`src/rtl/vls_pkg.sv`:
```
package vls_pkg;
    localparam int PHYS_REG_W = 7;
    localparam int NUM_OPERANDS = 3;

    typedef enum logic {
        S_IDLE  = 1'b0,
        S_ISSUE = 1'b1
    } seq_state_e;
endpackage

```
`src/rtl/vls_len_csr.sv`:
```
module vls_len_csr #(
    parameter int LEN_W = 5
) (
    input  logic             clk,
    input  logic             rst_n,
    input  logic             we,
    input  logic             sel,
    input  logic [LEN_W-1:0] wdata,
    output logic [LEN_W-1:0] rdata,
    output logic [LEN_W-1:0] maxlen_o,
    output logic [LEN_W-1:0] len_o
);
    logic [LEN_W-1:0] maxlen_q, maxlen_d;
    logic [LEN_W-1:0] len_q, len_d;
    logic [LEN_W-1:0] rdata_q, rdata_d;

    always_comb begin
        maxlen_d = maxlen_q;
        len_d    = len_q;
        if (we && !sel) begin
            maxlen_d = wdata;
            len_d    = (len_q > wdata) ? wdata : len_q;
        end else if (we && sel) begin
            len_d = (wdata > maxlen_q) ? maxlen_q : wdata;
        end
        rdata_d = sel ? len_d : maxlen_d;
    end

    always_ff @(posedge clk) begin
        if (!rst_n) begin
            maxlen_q <= '0;
            len_q    <= '0;
            rdata_q  <= '0;
        end else begin
            maxlen_q <= maxlen_d;
            len_q    <= len_d;
            rdata_q  <= rdata_d;
        end
    end

    assign rdata    = rdata_q;
    assign maxlen_o = maxlen_q;
    assign len_o    = len_q;

    AST_LEN_WITHIN_MAX: assert property (@(posedge clk) disable iff (!rst_n)
        len_q <= maxlen_q);
    AST_LEN_WRITE_RETURNS_NEW: assert property (@(posedge clk) disable iff (!rst_n)
        (we && sel) |=> (rdata == len_q));
    AST_MAX_WRITE_RETURNS_NEW: assert property (@(posedge clk) disable iff (!rst_n)
        (we && !sel) |=> (rdata == $past(wdata)));
endmodule

```
`src/rtl/vls_operand_step.sv`:
```
module vls_operand_step #(
    parameter int LEN_W = 5
) (
    input  logic [vls_pkg::PHYS_REG_W-1:0] base_i,
    input  logic                           vec_i,
    input  logic [LEN_W-1:0]               elem_i,
    output logic [vls_pkg::PHYS_REG_W-1:0] idx_o
);
    import vls_pkg::*;

    logic [PHYS_REG_W-1:0] offset;

    always_comb begin
        offset = vec_i ? PHYS_REG_W'(elem_i) : '0;
        idx_o  = base_i + offset;
    end
endmodule

```
`src/rtl/vls_loop_fsm.sv`:
```
module vls_loop_fsm #(
    parameter int LEN_W = 5
) (
    input  logic             clk,
    input  logic             rst_n,
    input  logic             in_valid,
    output logic             in_ready,
    input  logic             all_scalar,
    input  logic [LEN_W-1:0] len_field,
    output logic             uop_valid,
    input  logic             uop_ready,
    output logic [LEN_W-1:0] elem_o,
    output logic             last_o,
    output logic             accept_o
);
    import vls_pkg::*;

    seq_state_e       state_q, state_d;
    logic [LEN_W-1:0] cnt_q, cnt_d;
    logic [LEN_W-1:0] lim_q, lim_d;

    always_comb begin
        state_d = state_q;
        cnt_d   = cnt_q;
        lim_d   = lim_q;
        unique case (state_q)
            S_IDLE: begin
                if (in_valid) begin
                    state_d = S_ISSUE;
                    cnt_d   = '0;
                    lim_d   = all_scalar ? '0 : len_field;
                end
            end
            S_ISSUE: begin
                if (uop_ready) begin
                    if (cnt_q == lim_q) begin
                        state_d = S_IDLE;
                    end else begin
                        cnt_d = cnt_q + 1'b1;
                    end
                end
            end
            default: state_d = S_IDLE;
        endcase
    end

    always_ff @(posedge clk) begin
        if (!rst_n) begin
            state_q <= S_IDLE;
            cnt_q   <= '0;
            lim_q   <= '0;
        end else begin
            state_q <= state_d;
            cnt_q   <= cnt_d;
            lim_q   <= lim_d;
        end
    end

    always_comb begin
        in_ready  = (state_q == S_IDLE);
        uop_valid = (state_q == S_ISSUE);
        elem_o    = cnt_q;
        last_o    = (state_q == S_ISSUE) && (cnt_q == lim_q);
        accept_o  = (state_q == S_IDLE) && in_valid;
    end

    AST_NO_ACCEPT_WHILE_BUSY: assert property (@(posedge clk) disable iff (!rst_n)
        uop_valid |-> !in_ready);
    AST_STALL_HOLDS_COUNT: assert property (@(posedge clk) disable iff (!rst_n)
        (uop_valid && !uop_ready) |=> (uop_valid && $stable(elem_o)));
    AST_ELEM_STEPS_BY_ONE: assert property (@(posedge clk) disable iff (!rst_n)
        (uop_valid && uop_ready && !last_o) |=> (uop_valid && elem_o == $past(elem_o) + 1'b1));
    AST_LAST_ENDS_RUN: assert property (@(posedge clk) disable iff (!rst_n)
        (uop_valid && uop_ready && last_o) |=> !uop_valid);
    AST_RUN_STARTS_AT_ZERO: assert property (@(posedge clk) disable iff (!rst_n)
        accept_o |=> (uop_valid && elem_o == '0));
endmodule

```
`src/rtl/vec_loop_sequencer.sv`:
```
module vec_loop_sequencer #(
    parameter int LEN_W = 5
) (
    input  logic             clk,
    input  logic             rst_n,
    input  logic             csr_we,
    input  logic             csr_sel,
    input  logic [LEN_W-1:0] csr_wdata,
    output logic [LEN_W-1:0] csr_rdata,
    input  logic             in_valid,
    output logic             in_ready,
    input  logic [6:0]       in_dst,
    input  logic [6:0]       in_src1,
    input  logic [6:0]       in_src2,
    input  logic [2:0]       in_vec,
    output logic             uop_valid,
    input  logic             uop_ready,
    output logic [6:0]       uop_dst,
    output logic [6:0]       uop_src1,
    output logic [6:0]       uop_src2,
    output logic [LEN_W-1:0] uop_elem,
    output logic             uop_last
);
    import vls_pkg::*;

    logic [LEN_W-1:0]      maxlen, len_field;
    logic                  accept;
    logic [PHYS_REG_W-1:0] base_in [NUM_OPERANDS];
    logic [PHYS_REG_W-1:0] base_q  [NUM_OPERANDS];
    logic [PHYS_REG_W-1:0] idx     [NUM_OPERANDS];
    logic [NUM_OPERANDS-1:0] vec_q;

    assign base_in[0] = in_dst;
    assign base_in[1] = in_src1;
    assign base_in[2] = in_src2;

    vls_len_csr #(.LEN_W(LEN_W)) u_csr (
        .clk      (clk),
        .rst_n    (rst_n),
        .we       (csr_we),
        .sel      (csr_sel),
        .wdata    (csr_wdata),
        .rdata    (csr_rdata),
        .maxlen_o (maxlen),
        .len_o    (len_field)
    );

    vls_loop_fsm #(.LEN_W(LEN_W)) u_fsm (
        .clk        (clk),
        .rst_n      (rst_n),
        .in_valid   (in_valid),
        .in_ready   (in_ready),
        .all_scalar (in_vec == '0),
        .len_field  (len_field),
        .uop_valid  (uop_valid),
        .uop_ready  (uop_ready),
        .elem_o     (uop_elem),
        .last_o     (uop_last),
        .accept_o   (accept)
    );

    always_ff @(posedge clk) begin
        if (!rst_n) begin
            vec_q <= '0;
        end else if (accept) begin
            vec_q <= in_vec;
        end
    end

    for (genvar g = 0; g < NUM_OPERANDS; g++) begin : g_opnd
        always_ff @(posedge clk) begin
            if (!rst_n) begin
                base_q[g] <= '0;
            end else if (accept) begin
                base_q[g] <= base_in[g];
            end
        end

        vls_operand_step #(.LEN_W(LEN_W)) u_step (
            .base_i (base_q[g]),
            .vec_i  (vec_q[g]),
            .elem_i (uop_elem),
            .idx_o  (idx[g])
        );
    end

    assign uop_dst  = idx[0];
    assign uop_src1 = idx[1];
    assign uop_src2 = idx[2];

    AST_STALL_HOLDS_REGS: assert property (@(posedge clk) disable iff (!rst_n)
        (uop_valid && !uop_ready) |=> ($stable(uop_dst) && $stable(uop_src1) && $stable(uop_src2)));
    AST_SCALAR_RUN_SINGLE: assert property (@(posedge clk) disable iff (!rst_n)
        (accept && in_vec == 3'b000) |=> (uop_valid && uop_last));
    AST_LEN_NEVER_OVER_MAX: assert property (@(posedge clk) disable iff (!rst_n)
        len_field <= maxlen);
endmodule

```
`config.mk`:
```
export PLATFORM = sky130hd
export DESIGN_NAME = vec_loop_sequencer
export DESIGN_NICKNAME = d
export VERILOG_FILES = /design/src/rtl/vls_pkg.sv /design/src/rtl/vls_len_csr.sv /design/src/rtl/vls_operand_step.sv /design/src/rtl/vls_loop_fsm.sv /design/src/rtl/vec_loop_sequencer.sv
export SDC_FILE = /design/constraint.sdc
export NUM_CORES = 1
export LEC_CHECK = 0
export ABC_AREA = 1
export BUFFER_PORTS_ARGS = -buffer_cell sky130_fd_sc_hd__clkbuf_2
export CORE_ASPECT_RATIO = 1.2
export CORE_MARGIN = 5
export CORE_UTILIZATION = 55
export CTS_CLUSTER_DIAMETER = 120
export DETAILED_ROUTE_END_ITERATION = 7
export PLACE_DENSITY = 0.88
export SLEW_MARGIN = 15
export SYNTH_ARGS = -nofsm -noshare
export SYNTH_HDL_FRONTEND = slang
export SYNTH_SLANG_ARGS = --single-unit
```
`constraint.sdc`:
```
create_clock -name clk -period 2.34 [get_ports clk]
set_input_delay 0.234 -clock clk [delete_from_list [all_inputs] [get_ports clk]]
set_output_delay 0.234 -clock clk [all_outputs]
set_load 0.02 [all_outputs]
```
==> results of run 1 <==
layer usage:
| layer | global-route usage | vias up | wire length [um] |
|---|---|---|---|
| met4 | 0.06620 | 0 | 103 |
| li1 | - | 1492 | - |
| met2 | 0.4262 | 100 | 4374 |
| met5 | 0 | - | 0 |
| met1 | 0.2281 | 1358 | 2973 |
| met3 | 0.03455 | 9 | 427 |
logic make-up after synthesis:
logic type | Yosys count | share of synthesized area
xor gates and xnor gates | 18 | 0.04897
adders and majority gates | 29 | 0.1197
DFF | 50 | 0.3762
and+or+nand+nor | 177 | 0.2367
AOI/OAI and AO/OA | 49 | 0.08978
buffers and inverters | 101 | 0.1286
timing repair:
item                                    CTS  global route
gates resized for setup                  12            31
setup buffers                             0             5
endpoints found under the setup margin    3             6
pin swaps                                 0             9
hold endpoints to repair                  0             0
through the flow:
step / total power, W / cell area (um2) / setup slack (ps) / hold WS (ps) / std cells
floorplan: 0.001316 / 3219 / 297.0 / 337.1 / 424
global placement: 0.001440 / 3645 / 270.5 / 462.0 / 567
detailed placement: 0.001457 / 3645 / 179.2 / 467.6 / 567
CTS: 0.002083 / 3781 / 2.696 / 155.5 / 575
global route: 0.002196 / 3904 / -39.43 / 163.5 / 580
finish: 0.002095 / 3904 / 72.18 / 153.3 / 580
worst max-delay path, cell delays in order (launching register included):
cell and delay (ps):
dfxtp_4 390, nand2_1 100, inv_1 70, ha_1 350
a21oi_1 230, a21oi_1 120, o21ai_1 180, xnor2_1 130
buf_4 160
power by group through the flow:
stage / Combinational [W] / Clock (W) / Sequential, W
floorplan: 0.000289 / 0 / 0.00103
global placement: 0.000420 / 0 / 0.00102
detailed placement: 0.000434 / 0 / 0.00102
CTS: 0.000440 / 0.000640 / 0.00100
global route: 0.000502 / 0.000684 / 0.00101
finish: 0.000450 / 0.000642 / 0.00100
flip-flops by register name (all words and copies together), names as in the netlist:
register,cells
vec_q,3
u_fsm.elem_o,5
u_csr.len_o,5
u_csr.maxlen_o,5
u_fsm.uop_valid,1
base_q,21
u_csr.rdata,5
u_fsm.lim_q,5
layout by cell type, fill, tap and decap left out, types with 2 or more instances in the layout:
cell,synthesis,layout
inv_2,4,4
dfxtp_1,29,22
nand3_1,42,40
nor2_1,47,47
clkbuf_8,0,6
nand2_1,82,81
ha_2,0,3
dfxtp_4,0,5
o21ai_1,6,8
o21ai_2,5,6
a21oi_1,20,16
nand3_2,3,5
a21oi_2,1,5
dfxtp_2,0,2
clkbuf_2,1,62
buf_4,2,14
inv_1,85,85
xor2_1,10,10
xnor2_1,8,8
edfxtp_1,21,21
ha_1,26,21
o211ai_1,5,5
o21ai_0,7,4
ha_4,0,2
fa_2,0,3
o22ai_1,2,2
worst min path at each step:
stage | startpoint | endpoint | cells past startpoint
floorplan | in_vec[0] | vec_q[0]$_SDFFE_PN0P_ | 2
global placement | in_vec[1] | vec_q[1]$_SDFFE_PN0P_ | 3
detailed placement | in_vec[1] | vec_q[1]$_SDFFE_PN0P_ | 3
CTS | in_vec[1] | vec_q[1]$_SDFFE_PN0P_ | 3
global route | in_vec[2] | vec_q[2]$_SDFFE_PN0P_ | 3
finish | in_vec[2] | vec_q[2]$_SDFFE_PN0P_ | 3
final cells by class:
| cell class | instances | area (um2) | area share |
|---|---|---|---|
| clock buffer | 7 | 86.33 | 0.02212 |
| clock inverter | 1 | 30.03 | 0.007692 |
| timing repair buffer | 78 | 440.4 | 0.1128 |
| inverter | 91 | 349.1 | 0.08942 |
| tap | 80 | 100.1 | 0.02564 |
| sequential | 50 | 1232 | 0.3157 |
| multi-input combinational | 273 | 1665 | 0.4266 |
==> impl_metrics.env, run 1 <==
export IMPL_utilization=0.6887
export IMPL_slew_headroom=0.5773
export IMPL_path_class="flip-flop to primary output"
export IMPL_first_iter_violations=279
export IMPL_final_hold_violation_count=0
export IMPL_yosys_most_used_dff="dfxtp_1"
export IMPL_p_leak_nw=2.198
export IMPL_fin_setup_tns_ps=0
export IMPL_worstPathMaxFanout=8
export IMPL_root_buffer="clkbuf_8"
export IMPL_crit_path_end_kind="primary output"
export IMPL_avgRoutedWirePerCell_um=13.58
export IMPL_clkTransAtPathRegs_ps=90
export IMPL_yosysUniqueCellTypes=32
export IMPL_synth_edf_count=21
export IMPL_ios=69
export IMPL_antenna_found_initial=0
export IMPL_peakVddDrop_mv=0.3151
export IMPL_yosysTopAreaCellShare=0.1959
export IMPL_synth_most_common_cell="inv_1"
export IMPL_h_tree_depth=2
export IMPL_synth_cell_area_mm2=0.003219
export IMPL_worst_slew_pin_slew_ps=628.6
export IMPL_reg2regPathDepth=11
export IMPL_p_int_w=0.001480
export IMPL_finalSetupViolCount=0
export IMPL_fp_dieW_um=79.84
export IMPL_cp_data_arrival_time_ps=2030
export IMPL_syn_nets=488
export IMPL_clk_latency_ps=300
export IMPL_p_comb_frac=0.215
export IMPL_critPathLaunch="u_fsm.elem_o[3]$_SDFFE_PN0P_"
export IMPL_cts_sinks=50
export IMPL_outcome="finished, final reports clean"
export IMPL_drc=0
export IMPL_swShare=0.2936
export IMPL_rows=30
export IMPL_grtUsageTotal=0.2157
export IMPL_gp_congestion=0.9053
export IMPL_synth_area_top_cells="edfxtp_1 20%, dfxtp_1 18%, ha_1 10%, inv_1 9.9%, nand2_1 9.6%"
export IMPL_rr_endpoint="u_csr.rdata[1]$_SDFF_PN0_"
export IMPL_fin_crit_sh=0.9692
export IMPL_grt_pass1_vias=2976
export IMPL_switchingPower_w=0.0006149
export IMPL_grt_first_pass_wirelength_um=12950
export IMPL_area_growth_synth_to_final_pct=21.26
export IMPL_finalClockSkew_ps=7.734
export IMPL_fmax_mhz=441.0
export IMPL_r2r_slack_ps=610
export IMPL_cts_tree="built"
export IMPL_first_pass_iters=4
export IMPL_viasPerCell=5.102
export IMPL_start_util=0.5680
export IMPL_ys_ff_latch=50
export IMPL_yosysTopAreaCell="edfxtp_1"
export IMPL_netlist_instances=424
export IMPL_yosysWarnings=0
export IMPL_synthArstFlopShare=0
export IMPL_die_height_um=93.81
export IMPL_startpoint_type="flip-flop"
export IMPL_fin_crit_ps=2268
export IMPL_cap_violations=0
export IMPL_worstSetupEndpoint="uop_dst[6]"
export IMPL_powerDensity_mw_per_mm2=536.6
export IMPL_dieArea_mm2=0.007490
export IMPL_core_mm2=0.005668
export IMPL_detail_route_antenna_nets=0
export IMPL_slew_violations=0
export IMPL_postCtsHoldBufs=0
export IMPL_grt_overflow_total=0
export IMPL_worstPathRequired_ps=2110
export IMPL_vias=2959
export IMPL_yosys_top_cells_count="85 x inv_1, 82 x nand2_1, 47 x nor2_1"
export IMPL_port_buffers=68
export IMPL_worst_r2r_startpoint="u_csr.maxlen_o[4]$_SDFF_PN0_"
export IMPL_hold_path_class="input port to flip-flop"
export IMPL_synth_area_per_cell_um2=7.593
export IMPL_drt_total_wl_um=7879
export IMPL_ctsLongestPathBuffers=2
export IMPL_drive_above_1_share=0.2520
export IMPL_insertedDiodeCount=0
export IMPL_nFillCells=444
export IMPL_seq_area_frac_synth=0.3762
export IMPL_fin_nets=563
export IMPL_place_hpwl_um=5776
export IMPL_grt_start_max_net_pins=22
export IMPL_cts_buffers=5
export IMPL_clkPwrFrac=0.307
export IMPL_power_share_sequential=0.479
Note: power is estimated with default switching activity, not from simulation.
==> run 2, diff against run 1 <==
- RECOVER_POWER: not set -> 50
==> run 2 against run 1 <==
Critical path depth up 1. Global-route usage unchanged. Final cell count unchanged. Critical path type unchanged. Critical endpoint unchanged. Largest cell class unchanged. Largest power group unchanged.
==> impl_metrics.env, run 2 (synthesis gave the netlist of run 1 again) <==
export IMPL_fp_dieW_um=79.84
export IMPL_startpoint_type="flip-flop"
export IMPL_grt_start_max_net_pins=22
export IMPL_fin_crit_sh=0.9681
export IMPL_finalClockSkew_ps=8.781
export IMPL_drc=0
export IMPL_worstPathRequired_ps=2110
export IMPL_fin_nets=563
export IMPL_avgRoutedWirePerCell_um=13.70
export IMPL_whs_ps=152.6
export IMPL_regMostFlops="base_q"
export IMPL_grt_pass1_vias=2976
export IMPL_worst_hold_path_num_cells=3
export IMPL_hold_path_endpoint="vec_q[1]$_SDFFE_PN0P_"
export IMPL_ctsLongestPathBuffers=2
export IMPL_antenna_found_initial=0
export IMPL_rr_endpoint="u_csr.rdata[1]$_SDFF_PN0_"
export IMPL_place_hpwl_um=5776
export IMPL_grt_first_pass_wirelength_um=12950
export IMPL_root_buffer="clkbuf_8"
export IMPL_hold_path_class="input port to flip-flop"
export IMPL_die_height_um=93.81
export IMPL_grtUsageTotal=0.2157
export IMPL_layout_common_cells="85 x inv_1, 81 x nand2_1, 56 x clkbuf_2, 48 x nor2_1, 40 x nand3_1"
export IMPL_peakVddDrop_mv=0.3007
export IMPL_cp_data_arrival_time_ps=2030
export IMPL_start_util=0.5680
export IMPL_worstPathMaxFanout=8
export IMPL_slowest_stage="dfxtp_4"
export IMPL_final_hold_violation_count=0
export IMPL_first_iter_violations=262
export IMPL_insertedDiodeCount=0
export IMPL_clkTransAtPathRegs_ps=90
export IMPL_core_mm2=0.005668
export IMPL_r2r_slack_ps=590
export IMPL_dp_cells=567
export IMPL_grt_overflow_total=0
export IMPL_cap_violations=0
export IMPL_fmax_mhz=441.4
export IMPL_drive_above_1_share=0.2340
export IMPL_outcome="finished, final reports clean"
export IMPL_cp_cell_sequence="nand2_2 -> inv_1 -> ha_2 -> fa_2 -> nand3_2 -> a21oi_1 -> o21ai_1 -> xnor2_1 -> buf_4"
export IMPL_hp_start="in_vec[1]"
export IMPL_area_growth_synth_to_final_pct=20.17
export IMPL_worst_r2r_startpoint="u_csr.maxlen_o[4]$_SDFF_PN0_"
export IMPL_slew_headroom=0.5710
export IMPL_first_pass_iters=5
export IMPL_clk_latency_ps=310
export IMPL_finalSetupViolCount=0
export IMPL_path_class="flip-flop to primary output"
export IMPL_max_stage_delay_ps=390
export IMPL_crit_path_end_kind="primary output"
export IMPL_gp_congestion=0.9053
export IMPL_vias=2962
export IMPL_largest_reg_flops=21
export IMPL_viasPerCell=5.107
export IMPL_cts_buffers=5
export IMPL_cts_tree="built"
export IMPL_rows=30
export IMPL_drt_total_wl_um=7945
export IMPL_fin_cells=580
export IMPL_ios=69
export IMPL_slew_violations=0
export IMPL_port_buffers=68
export IMPL_detail_route_antenna_nets=0
export IMPL_reg2regPathDepth=11
export IMPL_final_common_cell="inv_1"
export IMPL_fin_crit_ps=2265
export IMPL_powerDensity_mw_per_mm2=538.6
export IMPL_h_tree_depth=2
export IMPL_worst_slew_pin_slew_ps=638.1
export IMPL_p_leak_nw=2.163
export IMPL_dieArea_mm2=0.007490
export IMPL_cts_sinks=50
[run 2: cell types whose count changed in the layout (fill, tap and decap cells not counted), sizes merged]
cell and delta:
clkinvlp +1, inv -1
[run 2: metrics by stage]
step	setup WS, ps	setup TNS (ps)	util	area (um2)	total power [W]
global placement	270.5	0	0.6430	3645	0.001440
CTS	2.696	0	0.6671	3781	0.002083
floorplan	297.0	0	-	3219	0.001316
finish	74.55	0	0.6826	3869	0.002084
global route	-39.43	-58.47	0.6826	3869	0.002187
detailed placement	179.2	0	0.6430	3645	0.001457
[run 2: worst max-delay path by stage]
stage / start / to / slack, ps / depth (start not counted)
6_report: u_fsm.elem_o[0]$_SDFFE_PN0P_ / uop_dst[6] / 70 / 9
2_1_floorplan: u_fsm.elem_o[0]$_SDFFE_PN0P_ / uop_src1[6] / 300 / 8
3_5_place_dp: u_fsm.elem_o[0]$_SDFFE_PN0P_ / uop_src1[6] / 180 / 9
5_1_grt: u_fsm.elem_o[2]$_SDFFE_PN0P_ / uop_dst[5] / -40 / 10
4_1_cts: u_fsm.elem_o[0]$_SDFFE_PN0P_ / uop_dst[6] / 3 / 9
3_3_place_gp: u_fsm.elem_o[0]$_SDFFE_PN0P_ / uop_dst[6] / 270 / 9
[run 2: layout make-up]
class	instances	area, um2
fillers	454	1799
multi-input cells	273	1642
flip-flops and latches	50	1232
repair buffers	78	432.9
inverters	91	345.3
well taps	80	100.1
clock buffers	7	86.33
clock inverters	1	30.03
[run 2: what timing repair did]
item                       4_1_cts  5_1_grt
setup endpoints to repair        3        6
hold buffers                     0        0
pin swaps                        0        9
gates resized for setup         12       31
setup buffers                    0        5
[run 2: per-layer routing]
metal | GRT usage | part of all wire
met1 | 0.2281 | 0.38
met2 | 0.4262 | 0.55
met3 | 0.03455 | 0.055
met4 | 0.06620 | 0.015
met5 | 0 | 0
[run 2: critical path, delay by kind of cell (launching register included)]
family	cells	cell delay (ps)
fa+ha+maj	2	560
xor+xnor	1	130
simple gates	2	160
flops	1	390
compound gates	2	270
buf+inv	2	210
[run 2: power breakdown]
part,switching (W),internal (W),total [W]
Clock,0.000290,0.000349,0.000639
Sequential,0.0000360,0.000966,0.00100
Combinational,0.000283,0.000160,0.000443
